### config.mk
export PLATFORM = sky130hd
export DESIGN_NAME = video_sigdet_mute
export DESIGN_NICKNAME = d
export VERILOG_FILES = /design/src/rtl/vsdm_pkg.sv /design/src/rtl/vsdm_edge.sv /design/src/rtl/vsdm_line_meter.sv /design/src/rtl/vsdm_ctrl.sv /design/src/rtl/vsdm_gate.sv /design/src/rtl/video_sigdet_mute.sv
export SDC_FILE = /design/constraint.sdc
export NUM_CORES = 1
export LEC_CHECK = 0
export ABC_CLOCK_PERIOD_IN_PS = 2520
export BUFFER_PORTS_ARGS = -buffer_cell sky130_fd_sc_hd__buf_2
export CORE_ASPECT_RATIO = 1.25
export CORE_UTILIZATION = 59
export DETAILED_ROUTE_END_ITERATION = 10
export PLACE_DENSITY = 0.79
export SETUP_SLACK_MARGIN = 0.4
export SLEW_MARGIN = 10
export SYNTH_ARGS = -nofsm -noshare
export SYNTH_HDL_FRONTEND = slang
export SYNTH_SLANG_ARGS = --single-unit
### constraint.sdc
create_clock -name clk -period 2.52 [get_ports clk]
set_clock_uncertainty 0.2 [all_clocks]
set_input_delay 0.504 -clock clk [delete_from_list [all_inputs] [get_ports clk]]
set_output_delay 0.504 -clock clk [all_outputs]
set_load 0.01 [all_outputs]
### src/rtl/vsdm_pkg.sv
package vsdm_pkg;

   typedef enum logic [1:0] {
      ST_MUTED     = 2'd0,
      ST_ENABLED   = 2'd1,
      ST_PROBATION = 2'd2
   } det_state_e;

   localparam int unsigned GATED_SIGNALS = 4;

endpackage

### src/rtl/vsdm_edge.sv
module vsdm_edge #(
   parameter int unsigned SYNC_STAGES = 2,
   parameter bit          RISING      = 1'b1
) (
   input  logic clk,
   input  logic rst_n,
   input  logic sync_async,
   output logic edge_pulse
);

   localparam int unsigned MSB = SYNC_STAGES - 1;

   logic [SYNC_STAGES-1:0] sync_sh;
   logic                   sync_last;

   always_ff @(posedge clk or negedge rst_n) begin
      if (!rst_n) begin
         sync_sh   <= '0;
         sync_last <= 1'b0;
      end else begin
         sync_sh   <= {sync_sh[SYNC_STAGES-2:0], sync_async};
         sync_last <= sync_sh[MSB];
      end
   end

   generate
      if (RISING) begin : g_rise
         assign edge_pulse = sync_sh[MSB] & ~sync_last;
      end else begin : g_fall
         assign edge_pulse = ~sync_sh[MSB] & sync_last;
      end
   endgenerate

   AST_EDGE_SINGLE: assert property (@(posedge clk) disable iff (!rst_n)
      edge_pulse |=> !edge_pulse);

endmodule

### src/rtl/vsdm_line_meter.sv
module vsdm_line_meter #(
   parameter int unsigned LO_CYC = 190,
   parameter int unsigned HI_CYC = 210
) (
   input  logic clk,
   input  logic rst_n,
   input  logic edge_pulse,
   output logic line_ok,
   output logic line_bad
);

   localparam int unsigned CW = $clog2(HI_CYC + 1);
   localparam logic [CW-1:0] CNT_TOP = CW'(HI_CYC);
   localparam logic [CW-1:0] LO_M1   = CW'(LO_CYC - 1);
   localparam logic [CW-1:0] HI_M1   = CW'(HI_CYC - 1);

   logic [CW-1:0] gap_cnt;
   logic          armed;
   logic          in_window;

   assign in_window = (gap_cnt >= LO_M1) && (gap_cnt <= HI_M1);

   always_ff @(posedge clk or negedge rst_n) begin
      if (!rst_n) begin
         gap_cnt  <= '0;
         armed    <= 1'b0;
         line_ok  <= 1'b0;
         line_bad <= 1'b0;
      end else begin
         line_ok  <= 1'b0;
         line_bad <= 1'b0;
         if (edge_pulse) begin
            gap_cnt <= '0;
            armed   <= 1'b1;
            if (armed) begin
               line_ok  <= in_window;
               line_bad <= ~in_window;
            end
         end else begin
            if (gap_cnt != CNT_TOP) gap_cnt <= gap_cnt + 1'b1;
            if (armed && gap_cnt == HI_M1) begin
               line_bad <= 1'b1;
               armed    <= 1'b0;
            end
         end
      end
   end

   AST_VERDICT_EXCL: assert property (@(posedge clk) disable iff (!rst_n)
      !(line_ok && line_bad));
   AST_FIRST_EDGE_SILENT: assert property (@(posedge clk) disable iff (!rst_n)
      ($past(edge_pulse) && !$past(armed)) |-> (!line_ok && !line_bad));
   AST_OK_NEEDS_EDGE: assert property (@(posedge clk) disable iff (!rst_n)
      line_ok |-> $past(edge_pulse));
   AST_CNT_BOUND: assert property (@(posedge clk) disable iff (!rst_n)
      gap_cnt <= CNT_TOP);

endmodule

### src/rtl/vsdm_ctrl.sv
module vsdm_ctrl
   import vsdm_pkg::*;
#(
   parameter int unsigned PROB_CYC   = 125000,
   parameter int unsigned GOOD_LINES = 8
) (
   input  logic       clk,
   input  logic       rst_n,
   input  logic       line_ok,
   input  logic       line_bad,
   output det_state_e state
);

   localparam int unsigned TW = (PROB_CYC > 1) ? $clog2(PROB_CYC) : 1;
   localparam int unsigned GW = $clog2(GOOD_LINES + 1);
   localparam logic [TW-1:0] TM_TOP = TW'(PROB_CYC - 1);
   localparam logic [GW-1:0] GC_TOP = GW'(GOOD_LINES - 1);

   det_state_e    st_nx;
   logic [TW-1:0] ptimer, tm_nx;
   logic [GW-1:0] gcnt, gc_nx;
   logic          run_done;

   assign run_done = line_ok && (gcnt == GC_TOP);

   always_comb begin
      st_nx = state;
      tm_nx = '0;
      gc_nx = gcnt;
      if (line_bad)
         gc_nx = '0;
      else if (line_ok && gcnt != GC_TOP)
         gc_nx = gcnt + 1'b1;
      case (state)
         ST_ENABLED: begin
            if (line_bad) st_nx = ST_PROBATION;
         end
         ST_PROBATION: begin
            if (run_done)              st_nx = ST_ENABLED;
            else if (ptimer == TM_TOP) st_nx = ST_MUTED;
            else                       tm_nx = ptimer + 1'b1;
         end
         ST_MUTED: begin
            if (run_done) st_nx = ST_ENABLED;
         end
         default: st_nx = ST_MUTED;
      endcase
   end

   always_ff @(posedge clk or negedge rst_n) begin
      if (!rst_n) begin
         state  <= ST_MUTED;
         ptimer <= '0;
         gcnt   <= '0;
      end else begin
         state  <= st_nx;
         ptimer <= tm_nx;
         gcnt   <= gc_nx;
      end
   end

   AST_PROB_ENTRY: assert property (@(posedge clk) disable iff (!rst_n)
      (state == ST_PROBATION && $past(state) != ST_PROBATION)
         |-> ($past(state) == ST_ENABLED && $past(line_bad)));
   AST_MUTE_AFTER_TIMER: assert property (@(posedge clk) disable iff (!rst_n)
      (state == ST_MUTED && $past(state) == ST_PROBATION) |-> ($past(ptimer) == TM_TOP));
   AST_NO_DIRECT_MUTE: assert property (@(posedge clk) disable iff (!rst_n)
      (state == ST_MUTED) |-> ($past(state) != ST_ENABLED));
   AST_ENABLE_ON_LINE: assert property (@(posedge clk) disable iff (!rst_n)
      (state == ST_ENABLED && $past(state) != ST_ENABLED) |-> $past(line_ok));
   AST_TIMER_IDLE: assert property (@(posedge clk) disable iff (!rst_n)
      (state != ST_PROBATION) |-> (ptimer == '0));
   AST_TIMER_STEP: assert property (@(posedge clk) disable iff (!rst_n)
      (state == ST_PROBATION && $past(state) == ST_PROBATION)
         |-> (ptimer == $past(ptimer) + 1'b1));

endmodule

### src/rtl/vsdm_gate.sv
module vsdm_gate #(
   parameter int unsigned N = 4
) (
   input  logic         mute,
   input  logic [N-1:0] raw,
   output logic [N-1:0] gated
);

   generate
      for (genvar i = 0; i < N; i++) begin : g_bit
         assign gated[i] = mute | raw[i];
      end
   endgenerate

endmodule

### src/rtl/video_sigdet_mute.sv
module video_sigdet_mute
   import vsdm_pkg::*;
#(
   parameter int unsigned LINE_CYC     = 3175,
   parameter int unsigned TOL_PERMILLE = 50,
   parameter int unsigned PROB_CYC     = 125000,
   parameter int unsigned GOOD_LINES   = 8,
   parameter int unsigned SYNC_STAGES  = 2,
   parameter bit          HS_RISING    = 1'b1
) (
   input  logic clk,
   input  logic rst_n,
   input  logic hsync_in,
   input  logic csync_in,
   input  logic vsync_in,
   input  logic field_in,
   input  logic bporch_in,
   output logic csync_out,
   output logic vsync_out,
   output logic field_out,
   output logic bporch_out,
   output logic muted
);

   localparam int unsigned TOL_CYC = (LINE_CYC * TOL_PERMILLE) / 1000;
   localparam int unsigned LO_CYC  = LINE_CYC - TOL_CYC;
   localparam int unsigned HI_CYC  = LINE_CYC + TOL_CYC;

   generate
      if (SYNC_STAGES < 2) begin : g_chk_sync
         $error("SYNC_STAGES must be at least 2");
      end
      if (LINE_CYC < 16) begin : g_chk_line
         $error("LINE_CYC too small");
      end
      if (TOL_PERMILLE >= 500) begin : g_chk_tol
         $error("TOL_PERMILLE must be below 500");
      end
      if (PROB_CYC < 2) begin : g_chk_prob
         $error("PROB_CYC must be at least 2");
      end
      if (GOOD_LINES < 1) begin : g_chk_good
         $error("GOOD_LINES must be at least 1");
      end
   endgenerate

   logic       edge_pulse;
   logic       line_ok;
   logic       line_bad;
   det_state_e state;
   logic [GATED_SIGNALS-1:0] raw_vec;
   logic [GATED_SIGNALS-1:0] out_vec;

   vsdm_edge #(
      .SYNC_STAGES (SYNC_STAGES),
      .RISING      (HS_RISING)
   ) u_edge (
      .clk        (clk),
      .rst_n      (rst_n),
      .sync_async (hsync_in),
      .edge_pulse (edge_pulse)
   );

   vsdm_line_meter #(
      .LO_CYC (LO_CYC),
      .HI_CYC (HI_CYC)
   ) u_meter (
      .clk        (clk),
      .rst_n      (rst_n),
      .edge_pulse (edge_pulse),
      .line_ok    (line_ok),
      .line_bad   (line_bad)
   );

   vsdm_ctrl #(
      .PROB_CYC   (PROB_CYC),
      .GOOD_LINES (GOOD_LINES)
   ) u_ctrl (
      .clk      (clk),
      .rst_n    (rst_n),
      .line_ok  (line_ok),
      .line_bad (line_bad),
      .state    (state)
   );

   assign muted   = (state == ST_MUTED);
   assign raw_vec = {bporch_in, field_in, vsync_in, csync_in};

   vsdm_gate #(
      .N (GATED_SIGNALS)
   ) u_gate (
      .mute  (muted),
      .raw   (raw_vec),
      .gated (out_vec)
   );

   assign csync_out  = out_vec[0];
   assign vsync_out  = out_vec[1];
   assign field_out  = out_vec[2];
   assign bporch_out = out_vec[3];

   AST_PASS_WHEN_LIVE: assert property (@(posedge clk) disable iff (!rst_n)
      (state != ST_MUTED) |-> ({bporch_out, field_out, vsync_out, csync_out} == raw_vec));
   AST_MUTE_FORCES_HIGH: assert property (@(posedge clk) disable iff (!rst_n)
      muted |-> (&{bporch_out, field_out, vsync_out, csync_out}));

endmodule

==> impl_metrics.xml, run 1 <==
<?xml version="1.0" encoding="UTF-8"?>
<metrics>
  <group name="cts">
    <metric name="ctsLongestPathBuffers" unit="">2</metric>
    <metric name="cts_made_buffers" unit="">5</metric>
    <metric name="cts_root_buffer" unit="">sky130_fd_sc_hd__clkbuf_8</metric>
    <metric name="worstSkewPairLatency" unit="ns">0.29</metric>
    <metric name="htree_levels" unit="">2</metric>
    <metric name="path_clk_slew" unit="ns">0.07</metric>
    <metric name="tritoncts" unit="">yes</metric>
    <metric name="sink_count" unit="">41</metric>
    <metric name="post_cts_hold_buffer_count" unit="">0</metric>
  </group>
  <group name="worst_setup_path">
    <metric name="cp-start-kind" unit="">flip-flop</metric>
    <metric name="worst-setup-path-type" unit="">reg -&gt; reg</metric>
    <metric name="cpMaxStageDelayCell" unit="">sky130_fd_sc_hd__nor4_1</metric>
    <metric name="end_kind" unit="">flip-flop</metric>
    <metric name="buffers_plus_inverters_on_the_worst_setup_path" unit="">0</metric>
    <metric name="timing.critical_path.slowest_cell_delay" unit="ns">0.53</metric>
    <metric name="cp_top_family" unit="">simple AND/OR/NAND/NOR gates</metric>
    <metric name="cp_data_required_time" unit="ns">2.53</metric>
    <metric name="cp_cell_sequence" unit="">or3_1 -&gt; nor4_1 -&gt; a21oi_1 -&gt; nor3b_1</metric>
    <metric name="crit_fanout" unit="">5</metric>
    <metric name="worst_ep_arrival_time" unit="ns">2.06</metric>
    <metric name="r2r_slack" unit="ns">0.47</metric>
  </group>
  <group name="routing">
    <metric name="drt_iter0_markers" unit="">26</metric>
    <metric name="detail_route.vias_per_cell" unit="">5.71</metric>
    <metric name="detail_route.first_pass.iterations" unit="">4</metric>
    <metric name="route.antenna.remaining_nets" unit="">0</metric>
    <metric name="wl_per_cell" unit="um">14.4</metric>
    <metric name="postRouteWirelength" unit="um">3750</metric>
    <metric name="via_count" unit="">1491</metric>
    <metric name="drc" unit="">0</metric>
  </group>
  <group name="logic_synthesis">
    <metric name="synth_edf_count" unit="">0</metric>
    <metric name="yosysSeqAreaShare" unit="%">50.6</metric>
    <metric name="synth_nets" unit="">216</metric>
    <metric name="ys.flop_type" unit="">sky130_fd_sc_hd__dfrtp_1</metric>
    <metric name="synthesis.area_per_instance" unit="um2">9.93</metric>
    <metric name="synthMostInstantiatedCell" unit="">sky130_fd_sc_hd__dfrtp_1</metric>
    <metric name="async_reset_ff_share" unit="%">100</metric>
    <metric name="yosys.area.top_type_share" unit="%">50.6</metric>
    <metric name="post-synth-top-area-cell" unit="">sky130_fd_sc_hd__dfrtp_1</metric>
    <metric name="post_synth_num_cell_types" unit="">40</metric>
    <metric name="netlist_area" unit="um2">2030</metric>
    <metric name="syn-instance-count" unit="">204</metric>
    <metric name="synth_area_leaders" unit="">sky130_fd_sc_hd__dfrtp_1 (51%), sky130_fd_sc_hd__xnor2_1 (6.5%), sky130_fd_sc_hd__nor2_1 (5.7%)</metric>
    <metric name="ys_ff_latch" unit="">41</metric>
    <metric name="synthTopCellsByCount" unit="">sky130_fd_sc_hd__dfrtp_1 (41), sky130_fd_sc_hd__nor2_1 (31), sky130_fd_sc_hd__xnor2_1 (15)</metric>
    <metric name="yosysWarningCount" unit="">0</metric>
  </group>
  <group name="pwr">
    <metric name="totalPowerFinal" unit="mW">1.25</metric>
    <metric name="switching_share" unit="%">25.9</metric>
    <metric name="p_int" unit="mW">0.923</metric>
    <metric name="power.share.sequential" unit="%">57.7</metric>
    <metric name="power_leakage" unit="nW">0.893</metric>
    <metric name="ir_drop" unit="mV">0.526</metric>
    <metric name="power.share.clock" unit="%">32.5</metric>
    <metric name="p_comb_share" unit="%">9.8</metric>
    <metric name="netSwitchingPower" unit="mW">0.323</metric>
    <metric name="p_per_area" unit="nW/um2">555</metric>
  </group>
  <group name="grt">
    <metric name="grt_pass1_vias" unit="">1355</metric>
    <metric name="grt_antenna_before_repair" unit="">0</metric>
    <metric name="grt-ovfl-total" unit="">0</metric>
    <metric name="grt_max_degree" unit="">42</metric>
    <metric name="global_route.usage.total" unit="%">23.1</metric>
    <metric name="grt_pass1_wl" unit="um">5790</metric>
  </group>
  <group name="timing">
    <metric name="timing.final.setup_violations" unit="">0</metric>
    <metric name="highest_clock_frequency_the_design_can_meet" unit="MHz">487</metric>
    <metric name="timing_hold_violations_final" unit="">0</metric>
    <metric name="final_max_slew_viol_count" unit="">0</metric>
    <metric name="period_utilisation_layout" unit="%">81.4</metric>
    <metric name="tightest_slew" unit="ns">0.880</metric>
    <metric name="rsz0062_at_grt" unit="">false</metric>
    <metric name="finalWorstPathRequiredPeriod" unit="ns">2.05</metric>
    <metric name="fin_ws" unit="ns">0.469</metric>
    <metric name="totalNegativeSetupSlack" unit="ns">0</metric>
    <metric name="worst_hold_slack" unit="ns">0.112</metric>
    <metric name="slew_headroom" unit="%">41.3</metric>
  </group>
  <group name="placement">
    <metric name="place_worst_setup_slack" unit="ns">0.429</metric>
    <metric name="cell_count_after_placement" unit="">253</metric>
    <metric name="place_hpwl" unit="um">2760</metric>
    <metric name="place_congestion" unit="">0.869</metric>
    <metric name="port_buffers" unit="">11</metric>
    <metric name="detailed_place.area" unit="um2">2140</metric>
  </group>
  <group name="die">
    <metric name="die-area" unit="um2">3670</metric>
    <metric name="placement_rows" unit="">23</metric>
    <metric name="num_io_pins" unit="">12</metric>
    <metric name="floorplan.die.width" unit="um">54.4</metric>
    <metric name="start_util" unit="%">62.3</metric>
    <metric name="die_y" unit="um">67.5</metric>
    <metric name="placeableCoreArea" unit="um2">3250</metric>
  </group>
  <group name="cells_and_area">
    <metric name="final_core_utilization" unit="%">69.0</metric>
    <metric name="number_of_nets_in_the_finished_design" unit="">236</metric>
    <metric name="final-instance-count-excl-fill" unit="">261</metric>
    <metric name="area_growth_synth_to_finish" unit="%">10.8</metric>
    <metric name="share_of_final_layout_standard_cells_stronger_than_drive_strength_1" unit="%">17.0</metric>
    <metric name="antenna_cells" unit="">0</metric>
    <metric name="post-route-cell-area" unit="um2">2240</metric>
  </group>
  <group name="run">
    <metric name="drv.max_cap_violation_count" unit="">0</metric>
  </group>
  <group name="min_path">
    <metric name="hold_path_class" unit="">in -&gt; reg</metric>
  </group>
  <group name="outcome">
    <metric name="status" unit="">completed</metric>
  </group>
</metrics>
==> placed cells by master, fill, tap and decap left out, drive strengths merged, types with 2 or more instances in the layout <==
cell type,instances
nand3,15
xor2,7
or4,2
and3,2
o21ai,6
nor4,6
nand2,12
inv,10
ha,5
nor2,31
or2,5
a21oi,8
nand4,4
xnor2,15
o31ai,2
or3,6
buf,15
clkbuf,6
nor3,10
dfrtp,41
nand3b,2
==> cells by family (layout without fill, tap and decap cells) <==
kind of cell,after synthesis,after routing,synth area share [%]
AOI/OAI and AO/OA,21,21,6.55
xor gates and xnor gates,22,22,9.51
adders and majority gates,5,5,3.09
buffers and inverters,12,32,2.29
DFF,41,41,50.6
muxes,1,1,0.494
and+or+nand+nor,102,102,27.4
==> state kept, by name (all words and copies together), names as in the netlist <==
signal,flops
u_ctrl.state,2
u_meter.gap_cnt,12
u_meter.line_ok,1
u_edge.sync_last,1
u_edge.sync_sh,2
u_meter.armed,1
u_ctrl.gcnt,4
u_meter.line_bad,1
u_ctrl.ptimer,17
==> power groups by stage <==
stage / combinational, mW / sequential (mW) / clock, mW
after floorplan: 0.0736 / 0.720 / 0
after global placement: 0.102 / 0.727 / 0
after detailed placement: 0.111 / 0.730 / 0
after CTS: 0.113 / 0.716 / 0.420
after global routing: 0.139 / 0.723 / 0.445
final: 0.123 / 0.719 / 0.405
==> final timing paths <==
path                                             endpoint  cells past startpoint                      startpoint
max in group asynchronous     u_ctrl.ptimer[11]$_DFF_PN0_                      1                           rst_n
max reg2reg                    u_meter.line_bad$_DFF_PN0_                      4  u_meter.gap_cnt[4]$_DFFE_PN0P_
max                            u_meter.line_bad$_DFF_PN0_                      4  u_meter.gap_cnt[4]$_DFFE_PN0P_
min                           u_edge.sync_sh[0]$_DFF_PN0_                      1                        hsync_in
min reg2reg                    u_edge.sync_last$_DFF_PN0_                      0     u_edge.sync_sh[1]$_DFF_PN0_
min in group asynchronous  u_meter.gap_cnt[0]$_DFFE_PN0P_                      1                           rst_n
==> cell type report <==
type / instances / area, um2
clock buffers: 6 / 72.6
clock inverters: 1 / 8.76
fillers: 250 / 1010
inverters: 10 / 37.5
multi-input cells: 151 / 968
flip-flops and latches: 41 / 1030
well taps: 37 / 46.3
repair buffers: 15 / 85.1
==> metal layers <==
| metal | wire (um) | GRT usage (%) |
|---|---|---|
| met1 | 1600 | 24.6 |
| met2 | 1970 | 41.0 |
| met3 | 114 | 6.98 |
| met4 | 74 | 9.94 |
| met5 | 0 | 0 |
==> repair_timing <==
item | in CTS | in global routing
endpoints found under the setup margin | 1 | 3
buffers inserted | 0 | 1
gates resized for setup | 1 | 4
pin swaps | 0 | 2
No activity file was read; power rests on OpenSTA's default activity.
==> inputs of run 2 (changes only) <==
--- a/config.mk
+++ b/config.mk
@@ -5,10 +5,11 @@
 export SDC_FILE = /design/constraint.sdc
 export NUM_CORES = 1
 export LEC_CHECK = 0
-export ABC_CLOCK_PERIOD_IN_PS = 2520
+export ABC_AREA = 1
+export ABC_CLOCK_PERIOD_IN_PS = 1900
 export BUFFER_PORTS_ARGS = -buffer_cell sky130_fd_sc_hd__buf_2
 export CORE_ASPECT_RATIO = 1.25
-export CORE_UTILIZATION = 59
+export CORE_UTILIZATION = 60
 export DETAILED_ROUTE_END_ITERATION = 10
 export PLACE_DENSITY = 0.79
 export SETUP_SLACK_MARGIN = 0.4
==> constraint.sdc (replaced) <==
create_clock -name clk -period 1.9 [get_ports clk]
set_clock_uncertainty 0.2 [all_clocks]
set_input_delay 0.38 -clock clk [delete_from_list [all_inputs] [get_ports clk]]
set_output_delay 0.38 -clock clk [all_outputs]
set_load 0.01 [all_outputs]
==> run 2 against run 1 <==
  * The run now ends with design-rule violations left
  * Clock-buffer cell count decreased by 1
  * Sequential power increased by 38%
  * Utilization increased by 19 points
  * First-iteration DRC count increased to 5.8 times the previous value
  * Setup slack got worse by 0.25 ns
  * Non-clock buffer count increased by 34
  * Critical path type is now reg -> out
  * Largest power group unchanged
  * Highest routed layer unchanged
==> impl_metrics.xml, run 2 <==
<?xml version="1.0" encoding="UTF-8"?>
<metrics>
  <group name="outcome">
    <metric name="status" unit="">complete, but fails checks</metric>
    <metric name="failed_checks" unit="">design-rule violations</metric>
  </group>
  <group name="logic_synthesis">
    <metric name="post_synth_num_cell_types" unit="">31</metric>
    <metric name="ys_ff_latch" unit="">41</metric>
    <metric name="netlist_area" unit="um2">2330</metric>
    <metric name="synth_area_leaders" unit="">sky130_fd_sc_hd__dfrtp_1 (44%), sky130_fd_sc_hd__nand2_1 (11%), sky130_fd_sc_hd__nor2_1 (10%)</metric>
    <metric name="post-synth-top-area-cell" unit="">sky130_fd_sc_hd__dfrtp_1</metric>
    <metric name="synth_edf_count" unit="">0</metric>
    <metric name="yosysWarningCount" unit="">0</metric>
    <metric name="synthTopCellsByCount" unit="">sky130_fd_sc_hd__nand2_1 (67), sky130_fd_sc_hd__nor2_1 (62), sky130_fd_sc_hd__inv_1 (45)</metric>
    <metric name="syn-instance-count" unit="">307</metric>
    <metric name="synthesis.area_per_instance" unit="um2">7.58</metric>
    <metric name="yosysSeqAreaShare" unit="%">44.1</metric>
    <metric name="synth_nets" unit="">319</metric>
    <metric name="ys.flop_type" unit="">sky130_fd_sc_hd__dfrtp_1</metric>
    <metric name="synthMostInstantiatedCell" unit="">sky130_fd_sc_hd__nand2_1</metric>
    <metric name="yosys.area.top_type_share" unit="%">44.1</metric>
    <metric name="async_reset_ff_share" unit="%">100</metric>
  </group>
  <group name="routing">
    <metric name="detail_route.vias_per_cell" unit="">5.67</metric>
    <metric name="detail_route.first_pass.iterations" unit="">7</metric>
    <metric name="route.top_layer_used" unit="">met4</metric>
    <metric name="via_count" unit="">2268</metric>
    <metric name="detail_route.wirelength.met1" unit="um">2440</metric>
    <metric name="route.antenna.remaining_nets" unit="">0</metric>
    <metric name="drt_iter0_markers" unit="">150</metric>
    <metric name="drc" unit="">3</metric>
    <metric name="wl_per_cell" unit="um">16.5</metric>
    <metric name="met3_wirelength" unit="um">276</metric>
    <metric name="detailroute.wirelength.met2" unit="um">3640</metric>
    <metric name="postRouteWirelength" unit="um">6600</metric>
  </group>
  <group name="cts">
    <metric name="worstSkewPairLatency" unit="ns">0.30</metric>
    <metric name="path_clk_slew" unit="ns">0.08</metric>
    <metric name="htree_levels" unit="">2</metric>
    <metric name="cts_made_buffers" unit="">5</metric>
    <metric name="sink_count" unit="">41</metric>
    <metric name="cts_root_buffer" unit="">sky130_fd_sc_hd__clkbuf_8</metric>
    <metric name="ctsLongestPathBuffers" unit="">2</metric>
    <metric name="tritoncts" unit="">yes</metric>
  </group>
  <group name="cells_and_area">
    <metric name="post-route-cell-area" unit="um2">3160</metric>
    <metric name="registers.top_by_ff_count" unit="">u_ctrl.ptimer</metric>
    <metric name="mostFrequentLayoutCell" unit="">sky130_fd_sc_hd__nand2_1</metric>
    <metric name="area_growth_synth_to_finish" unit="%">35.9</metric>
    <metric name="number_of_nets_in_the_finished_design" unit="">373</metric>
    <metric name="reg.largest.list" unit="">u_ctrl.ptimer (17), u_meter.gap_cnt (12), u_ctrl.gcnt (4)</metric>
    <metric name="multi_input_combinational_cell_area" unit="um2">1410</metric>
    <metric name="final-instance-count-excl-fill" unit="">400</metric>
    <metric name="most-common-layout-cells" unit="">sky130_fd_sc_hd__nand2_1 (56), sky130_fd_sc_hd__nor2_1 (46), sky130_fd_sc_hd__inv_1 (36), sky130_fd_sc_hd__buf_4 (32), sky130_fd_sc_hd__dfrtp_1 (32)</metric>
    <metric name="share_of_final_layout_standard_cells_stronger_than_drive_strength_1" unit="%">40.4</metric>
    <metric name="number_of_flip_flops_under_the_largest_register_name" unit="">17</metric>
    <metric name="seqCellArea" unit="um2">1040</metric>
    <metric name="antenna_cells" unit="">0</metric>
    <metric name="final.fill_count" unit="">169</metric>
  </group>
  <group name="timing">
    <metric name="fin_ws" unit="ns">0.214</metric>
    <metric name="final_max_slew_viol_count" unit="">0</metric>
    <metric name="timing.final.setup_violations" unit="">0</metric>
    <metric name="timing_hold_violations_final" unit="">0</metric>
    <metric name="period_utilisation_layout" unit="%">88.7</metric>
    <metric name="finalWorstPathRequiredPeriod" unit="ns">1.69</metric>
    <metric name="totalNegativeSetupSlack" unit="ns">0</metric>
    <metric name="tightest_slew" unit="ns">0.523</metric>
    <metric name="rsz0062_at_grt" unit="">true</metric>
    <metric name="slew_headroom" unit="%">65.1</metric>
    <metric name="highest_clock_frequency_the_design_can_meet" unit="MHz">593</metric>
  </group>
  <group name="worst_setup_path">
    <metric name="worst_ep_arrival_time" unit="ns">1.11</metric>
    <metric name="cp_cell_sequence" unit="">nor2_4 -&gt; or2_4 -&gt; buf_6</metric>
    <metric name="timing.critical_path.slowest_cell_delay" unit="ns">0.39</metric>
    <metric name="buffers_plus_inverters_on_the_worst_setup_path" unit="">1</metric>
    <metric name="end_kind" unit="">output port</metric>
    <metric name="crit_fanout" unit="">5</metric>
    <metric name="cp_data_required_time" unit="ns">1.32</metric>
    <metric name="worst-setup-path-type" unit="">reg -&gt; out</metric>
    <metric name="cp-start-kind" unit="">flip-flop</metric>
    <metric name="cpMaxStageDelayCell" unit="">sky130_fd_sc_hd__dfrtp_1</metric>
    <metric name="cp_top_family" unit="">flip-flops</metric>
  </group>
  <group name="grt">
    <metric name="global_route.usage.total" unit="%">26.0</metric>
    <metric name="grt_max_degree" unit="">42</metric>
    <metric name="grt_antenna_before_repair" unit="">0</metric>
    <metric name="grt_pass1_wl" unit="um">8220</metric>
    <metric name="grt_pass1_vias" unit="">2021</metric>
    <metric name="grt-ovfl-total" unit="">0</metric>
  </group>
  <group name="placement">
    <metric name="detailed_place.area" unit="um2">2440</metric>
    <metric name="place_worst_setup_slack" unit="ns">0.271</metric>
    <metric name="cell_count_after_placement" unit="">356</metric>
    <metric name="place_hpwl" unit="um">3160</metric>
    <metric name="place_congestion" unit="">0.890</metric>
    <metric name="port_buffers" unit="">11</metric>
  </group>
  <group name="pwr">
    <metric name="power_leakage" unit="nW">1.42</metric>
    <metric name="totalPowerFinal" unit="mW">2.04</metric>
    <metric name="p_per_area" unit="nW/um2">644</metric>
    <metric name="ir_drop" unit="mV">0.664</metric>
  </group>
  <group name="run">
    <metric name="drv.max_cap_violation_count" unit="">0</metric>
  </group>
  <group name="die">
    <metric name="die-area" unit="um2">4130</metric>
    <metric name="start_util" unit="%">64.6</metric>
    <metric name="floorplan.die.width" unit="um">57.7</metric>
    <metric name="die_y" unit="um">71.6</metric>
    <metric name="num_io_pins" unit="">12</metric>
    <metric name="placement_rows" unit="">24</metric>
    <metric name="placeableCoreArea" unit="um2">3600</metric>
  </group>
  <group name="min_path">
    <metric name="hold_path_class" unit="">reg -&gt; reg</metric>
  </group>
</metrics>
[run 2: final timing paths]
check | slack [ns] | depth (start not counted) | endpoint | from
worst min-delay path | 0.15 | 0 | u_edge.sync_sh[1]$_DFF_PN0_ | u_edge.sync_sh[0]$_DFF_PN0_
worst max register to register | 0.27 | 7 | u_ctrl.ptimer[8]$_DFF_PN0_ | u_ctrl.gcnt[0]$_DFFE_PN0P_
worst max-delay path | 0.21 | 3 | bporch_out | u_ctrl.state[0]$_DFFE_PN0P_
max in group asynchronous | 0.63 | 3 | u_meter.gap_cnt[7]$_DFFE_PN0P_ | rst_n
min in group asynchronous | 0.48 | 3 | u_ctrl.ptimer[6]$_DFF_PN0_ | rst_n
worst min register to register | 0.15 | 0 | u_edge.sync_sh[1]$_DFF_PN0_ | u_edge.sync_sh[0]$_DFF_PN0_
[run 2: repair_timing]
action	4_1_cts	5_1_grt
pin swaps	13	38
setup endpoints to repair	32	37
buffers inserted	10	24
resized for setup	25	72
endpoints found under the hold margin	42	0
gates cloned	1	0
hold buffers	2	0
[run 2: cell type report]
type / instances / area share (%)
Multi-Input combinational cell: 216 / 44.4
Sequential cell: 41 / 32.8
Timing Repair Buffer: 49 / 12.2
Inverter: 48 / 5.78
Clock buffer: 5 / 2.18
Tap cell: 39 / 1.54
Clock inverter: 2 / 1.11
[run 2: where the power goes]
| part | switching [mW] | leakage (nW) | internal [mW] |
|---|---|---|---|
| logic | 0.194 | 0.822 | 0.165 |
| registers | 0.0798 | 0.541 | 0.912 |
| clock network | 0.305 | 0.0540 | 0.382 |
[run 2: through the flow]
stage          utilization [%]  hold WS, ns
2_1_floorplan                -       -0.116
4_1_cts                   76.4        0.157
6_report                  87.8        0.154
3_3_place_gp              67.7        0.135
3_5_place_dp              67.7        0.139
5_1_grt                   87.8        0.170
[run 2: routing by layer]
metal	track usage [%]	up-vias
met1	27.8	1096
met3	4.33	24
met2	49.5	83
met5	0	-
met4	11.1	0
li1	-	1065
[run 2: logic make-up (layout without fill, tap and decap cells)]
group	count (synthesis)	after routing	share of synthesized area (%)
AND/OR/NAND/NOR	175	175	34.5
buffers and inverters	51	104	8.87
flip-flops	41	41	44.1
AO/OA/AOI/OAI	30	31	8.01
adder cells (fa/ha/maj)	5	5	2.69
XOR/XNOR	5	5	1.88
==> inputs of run 3 (changes only) <==
--- a/config.mk
+++ b/config.mk
@@ -12,7 +12,8 @@
 export CORE_UTILIZATION = 60
 export DETAILED_ROUTE_END_ITERATION = 10
 export PLACE_DENSITY = 0.79
-export SETUP_SLACK_MARGIN = 0.4
+export RECOVER_POWER = 25
+export SETUP_SLACK_MARGIN = 0.3
 export SLEW_MARGIN = 10
 export SYNTH_ARGS = -nofsm -noshare
 export SYNTH_HDL_FRONTEND = slang
==> run 3 against run 2 <==
  * The run still ends with design-rule violations left
  * Clock-buffer cell count grew 2
  * Final cell count shrank 4.0%
  * Largest cell class unchanged
  * Design area down 7.4%
  * Non-clock buffer count fell by 17
  * Combinational power is 38% lower
  * Utilization down 6.5 points
  * Total power fell by 6.1%
  * Critical endpoint is now u_ctrl.ptimer[16]$_DFF_PN0_
  * Sequential share of layout area grew 2.4 points
  * Via count is 6.3% lower
==> impl_metrics.xml, run 3 (synthesis results as in run 2) <==
<?xml version="1.0" encoding="UTF-8"?>
<metrics>
  <group name="placement">
    <metric name="place_hpwl" unit="um">3390</metric>
    <metric name="place_congestion" unit="">0.925</metric>
    <metric name="port_buffers" unit="">11</metric>
  </group>
  <group name="worst_setup_path">
    <metric name="end_kind" unit="">flip-flop</metric>
    <metric name="r2r_cells" unit="">8</metric>
    <metric name="crit_fanout" unit="">4</metric>
    <metric name="cp-start-kind" unit="">flip-flop</metric>
    <metric name="buffers_plus_inverters_on_the_worst_setup_path" unit="">0</metric>
    <metric name="critical_path_depth" unit="">8</metric>
    <metric name="r2r_end" unit="">u_ctrl.ptimer[16]$_DFF_PN0_</metric>
    <metric name="r2r_slack" unit="ns">0.19</metric>
    <metric name="cp_data_required_time" unit="ns">1.89</metric>
    <metric name="cp_top_family" unit="">simple AND/OR/NAND/NOR gates</metric>
    <metric name="cpMostUsedCell" unit="">sky130_fd_sc_hd__nor2_4</metric>
    <metric name="rr_startpoint" unit="">u_ctrl.ptimer[1]$_DFF_PN0_</metric>
    <metric name="cp_cell_sequence" unit="">ha_2 -&gt; nand2_4 -&gt; nor2_4 -&gt; nand3_4 -&gt; nor2_4 -&gt; nand3_2 -&gt; nor2_2 -&gt; nor2_1</metric>
    <metric name="worst_ep_arrival_time" unit="ns">1.70</metric>
    <metric name="timing.critical_path.slowest_cell_delay" unit="ns">0.37</metric>
    <metric name="critical_path.startpoint" unit="">u_ctrl.ptimer[1]$_DFF_PN0_</metric>
    <metric name="crit_path_end" unit="">u_ctrl.ptimer[16]$_DFF_PN0_</metric>
    <metric name="worst-setup-path-type" unit="">reg -&gt; reg</metric>
    <metric name="cpMaxStageDelayCell" unit="">sky130_fd_sc_hd__dfrtp_1</metric>
  </group>
  <group name="pwr">
    <metric name="power_leakage" unit="nW">1.33</metric>
    <metric name="ir_drop" unit="mV">0.616</metric>
    <metric name="p_per_area" unit="nW/um2">653</metric>
  </group>
  <group name="timing">
    <metric name="period_utilisation_layout" unit="%">90.1</metric>
    <metric name="rsz0062_at_grt" unit="">true</metric>
    <metric name="highest_clock_frequency_the_design_can_meet" unit="MHz">584</metric>
    <metric name="slew_headroom" unit="%">65.3</metric>
    <metric name="tightest_slew" unit="ns">0.520</metric>
    <metric name="final_max_slew_viol_count" unit="">0</metric>
    <metric name="totalNegativeSetupSlack" unit="ns">0</metric>
    <metric name="timing_hold_violations_final" unit="">0</metric>
    <metric name="finalWorstPathRequiredPeriod" unit="ns">1.71</metric>
    <metric name="worst_hold_slack" unit="ns">0.156</metric>
    <metric name="timing.final.setup_violations" unit="">0</metric>
  </group>
  <group name="die">
    <metric name="placeableCoreArea" unit="um2">3600</metric>
    <metric name="start_util" unit="%">64.6</metric>
    <metric name="die_y" unit="um">71.6</metric>
    <metric name="die-area" unit="um2">4130</metric>
    <metric name="floorplan.die.width" unit="um">57.7</metric>
    <metric name="num_io_pins" unit="">12</metric>
    <metric name="placement_rows" unit="">24</metric>
  </group>
  <group name="routing">
    <metric name="detail_route.vias_per_cell" unit="">5.53</metric>
    <metric name="wl_per_cell" unit="um">14.5</metric>
    <metric name="drt_iter0_markers" unit="">130</metric>
    <metric name="drc" unit="">4</metric>
    <metric name="route.antenna.remaining_nets" unit="">0</metric>
    <metric name="postRouteWirelength" unit="um">5570</metric>
    <metric name="detail_route.first_pass.iterations" unit="">8</metric>
    <metric name="via_count" unit="">2124</metric>
  </group>
  <group name="cts">
    <metric name="cts_root_buffer" unit="">sky130_fd_sc_hd__clkbuf_8</metric>
    <metric name="htree_levels" unit="">2</metric>
    <metric name="tritoncts" unit="">yes</metric>
    <metric name="cts_made_buffers" unit="">5</metric>
    <metric name="sink_count" unit="">41</metric>
    <metric name="worstSkewPairLatency" unit="ns">0.29</metric>
    <metric name="path_clk_slew" unit="ns">0.08</metric>
    <metric name="ctsLongestPathBuffers" unit="">2</metric>
  </group>
  <group name="cells_and_area">
    <metric name="registers.top_by_ff_count" unit="">u_ctrl.ptimer</metric>
    <metric name="share_of_final_layout_standard_cells_stronger_than_drive_strength_1" unit="%">31.9</metric>
    <metric name="area_growth_synth_to_finish" unit="%">25.9</metric>
    <metric name="number_of_flip_flops_under_the_largest_register_name" unit="">17</metric>
    <metric name="mostFrequentLayoutCell" unit="">sky130_fd_sc_hd__nand2_1</metric>
    <metric name="most-common-layout-cells" unit="">sky130_fd_sc_hd__nand2_1 (57), sky130_fd_sc_hd__nor2_1 (48), sky130_fd_sc_hd__inv_1 (43), sky130_fd_sc_hd__dfrtp_1 (37), sky130_fd_sc_hd__buf_4 (18)</metric>
    <metric name="final.fill_count" unit="">236</metric>
    <metric name="antenna_cells" unit="">0</metric>
    <metric name="number_of_nets_in_the_finished_design" unit="">356</metric>
    <metric name="reg.largest.list" unit="">u_ctrl.ptimer (17), u_meter.gap_cnt (12), u_ctrl.gcnt (4)</metric>
  </group>
  <group name="grt">
    <metric name="grt-ovfl-total" unit="">0</metric>
    <metric name="grt_pass1_wl" unit="um">8080</metric>
    <metric name="global_route.usage.total" unit="%">25.7</metric>
    <metric name="grt_max_degree" unit="">23</metric>
    <metric name="grt_antenna_before_repair" unit="">0</metric>
    <metric name="grt_pass1_vias" unit="">1942</metric>
  </group>
  <group name="outcome">
    <metric name="status" unit="">complete, but fails checks</metric>
    <metric name="failed_checks" unit="">design-rule violations</metric>
  </group>
  <group name="min_path">
    <metric name="hp-start" unit="">u_edge.sync_sh[0]$_DFF_PN0_</metric>
    <metric name="hold_path_class" unit="">reg -&gt; reg</metric>
  </group>
  <group name="run">
    <metric name="drv.max_cap_violation_count" unit="">0</metric>
  </group>
</metrics>
==> run 3: worst min path at each step <==
stage / end / slack, ns / cells after the start
final: u_edge.sync_sh[1]$_DFF_PN0_ / 0.16 / 0
after global routing: u_edge.sync_sh[1]$_DFF_PN0_ / 0.17 / 0
after CTS: u_edge.sync_sh[1]$_DFF_PN0_ / 0.16 / 0
after detailed placement: u_edge.sync_sh[1]$_DFF_PN0_ / 0.14 / 0
after global placement: u_edge.sync_sh[1]$_DFF_PN0_ / 0.13 / 0
after floorplan: u_ctrl.gcnt[0]$_DFFE_PN0P_ / -0.12 / 0
==> run 3: metrics by stage <==
stage,setup WS [ns],utilization (%),total power [mW],cell area (um2),cells
6_report,0.188,81.3,1.91,2930,384
5_1_grt,0.160,81.3,2.00,2930,384
4_1_cts,0.198,73.2,1.88,2640,370
3_5_place_dp,0.174,67.5,1.14,2430,356
3_3_place_gp,0.221,67.5,1.13,2430,356
2_1_floorplan,0.357,-,1.08,2330,307
==> run 3: timing repair <==
action | in CTS | in global routing
gates resized for setup | 9 | 54
endpoints found under the setup margin | 27 | 30
setup buffers | 3 | 14
cloned | 1 | 0
hold buffers | 2 | 0
endpoints found under the hold margin | 20 | 0
pin swaps | 3 | 23
==> run 3: routing by layer <==
layer	part of all wire (%)	vias to the layer above	GRT usage [%]
met5	0	-	0
met4	2.6	0	10.3
met3	3.3	16	5.42
met2	56	55	47.9
met1	38	1013	27.8
li1	-	1040	-
==> run 3: power by group <==
group          switching [mW]  internal (mW)
registers              0.0614          0.906
logic                   0.130         0.0920
clock network           0.295          0.428
total                   0.486           1.43
==> run 3: final cells by class <==
class                   count  area [um2]  share of cell area, %
flip-flops and latches     41        1030                   35.2
multi-input cells         216        1300                   44.3
well taps                  39        48.8                   1.67
repair buffers             32         255                   8.71
clock inverters             1        30.0                   1.03
clock buffers               7        86.3                   2.95
inverters                  48         180                   6.15
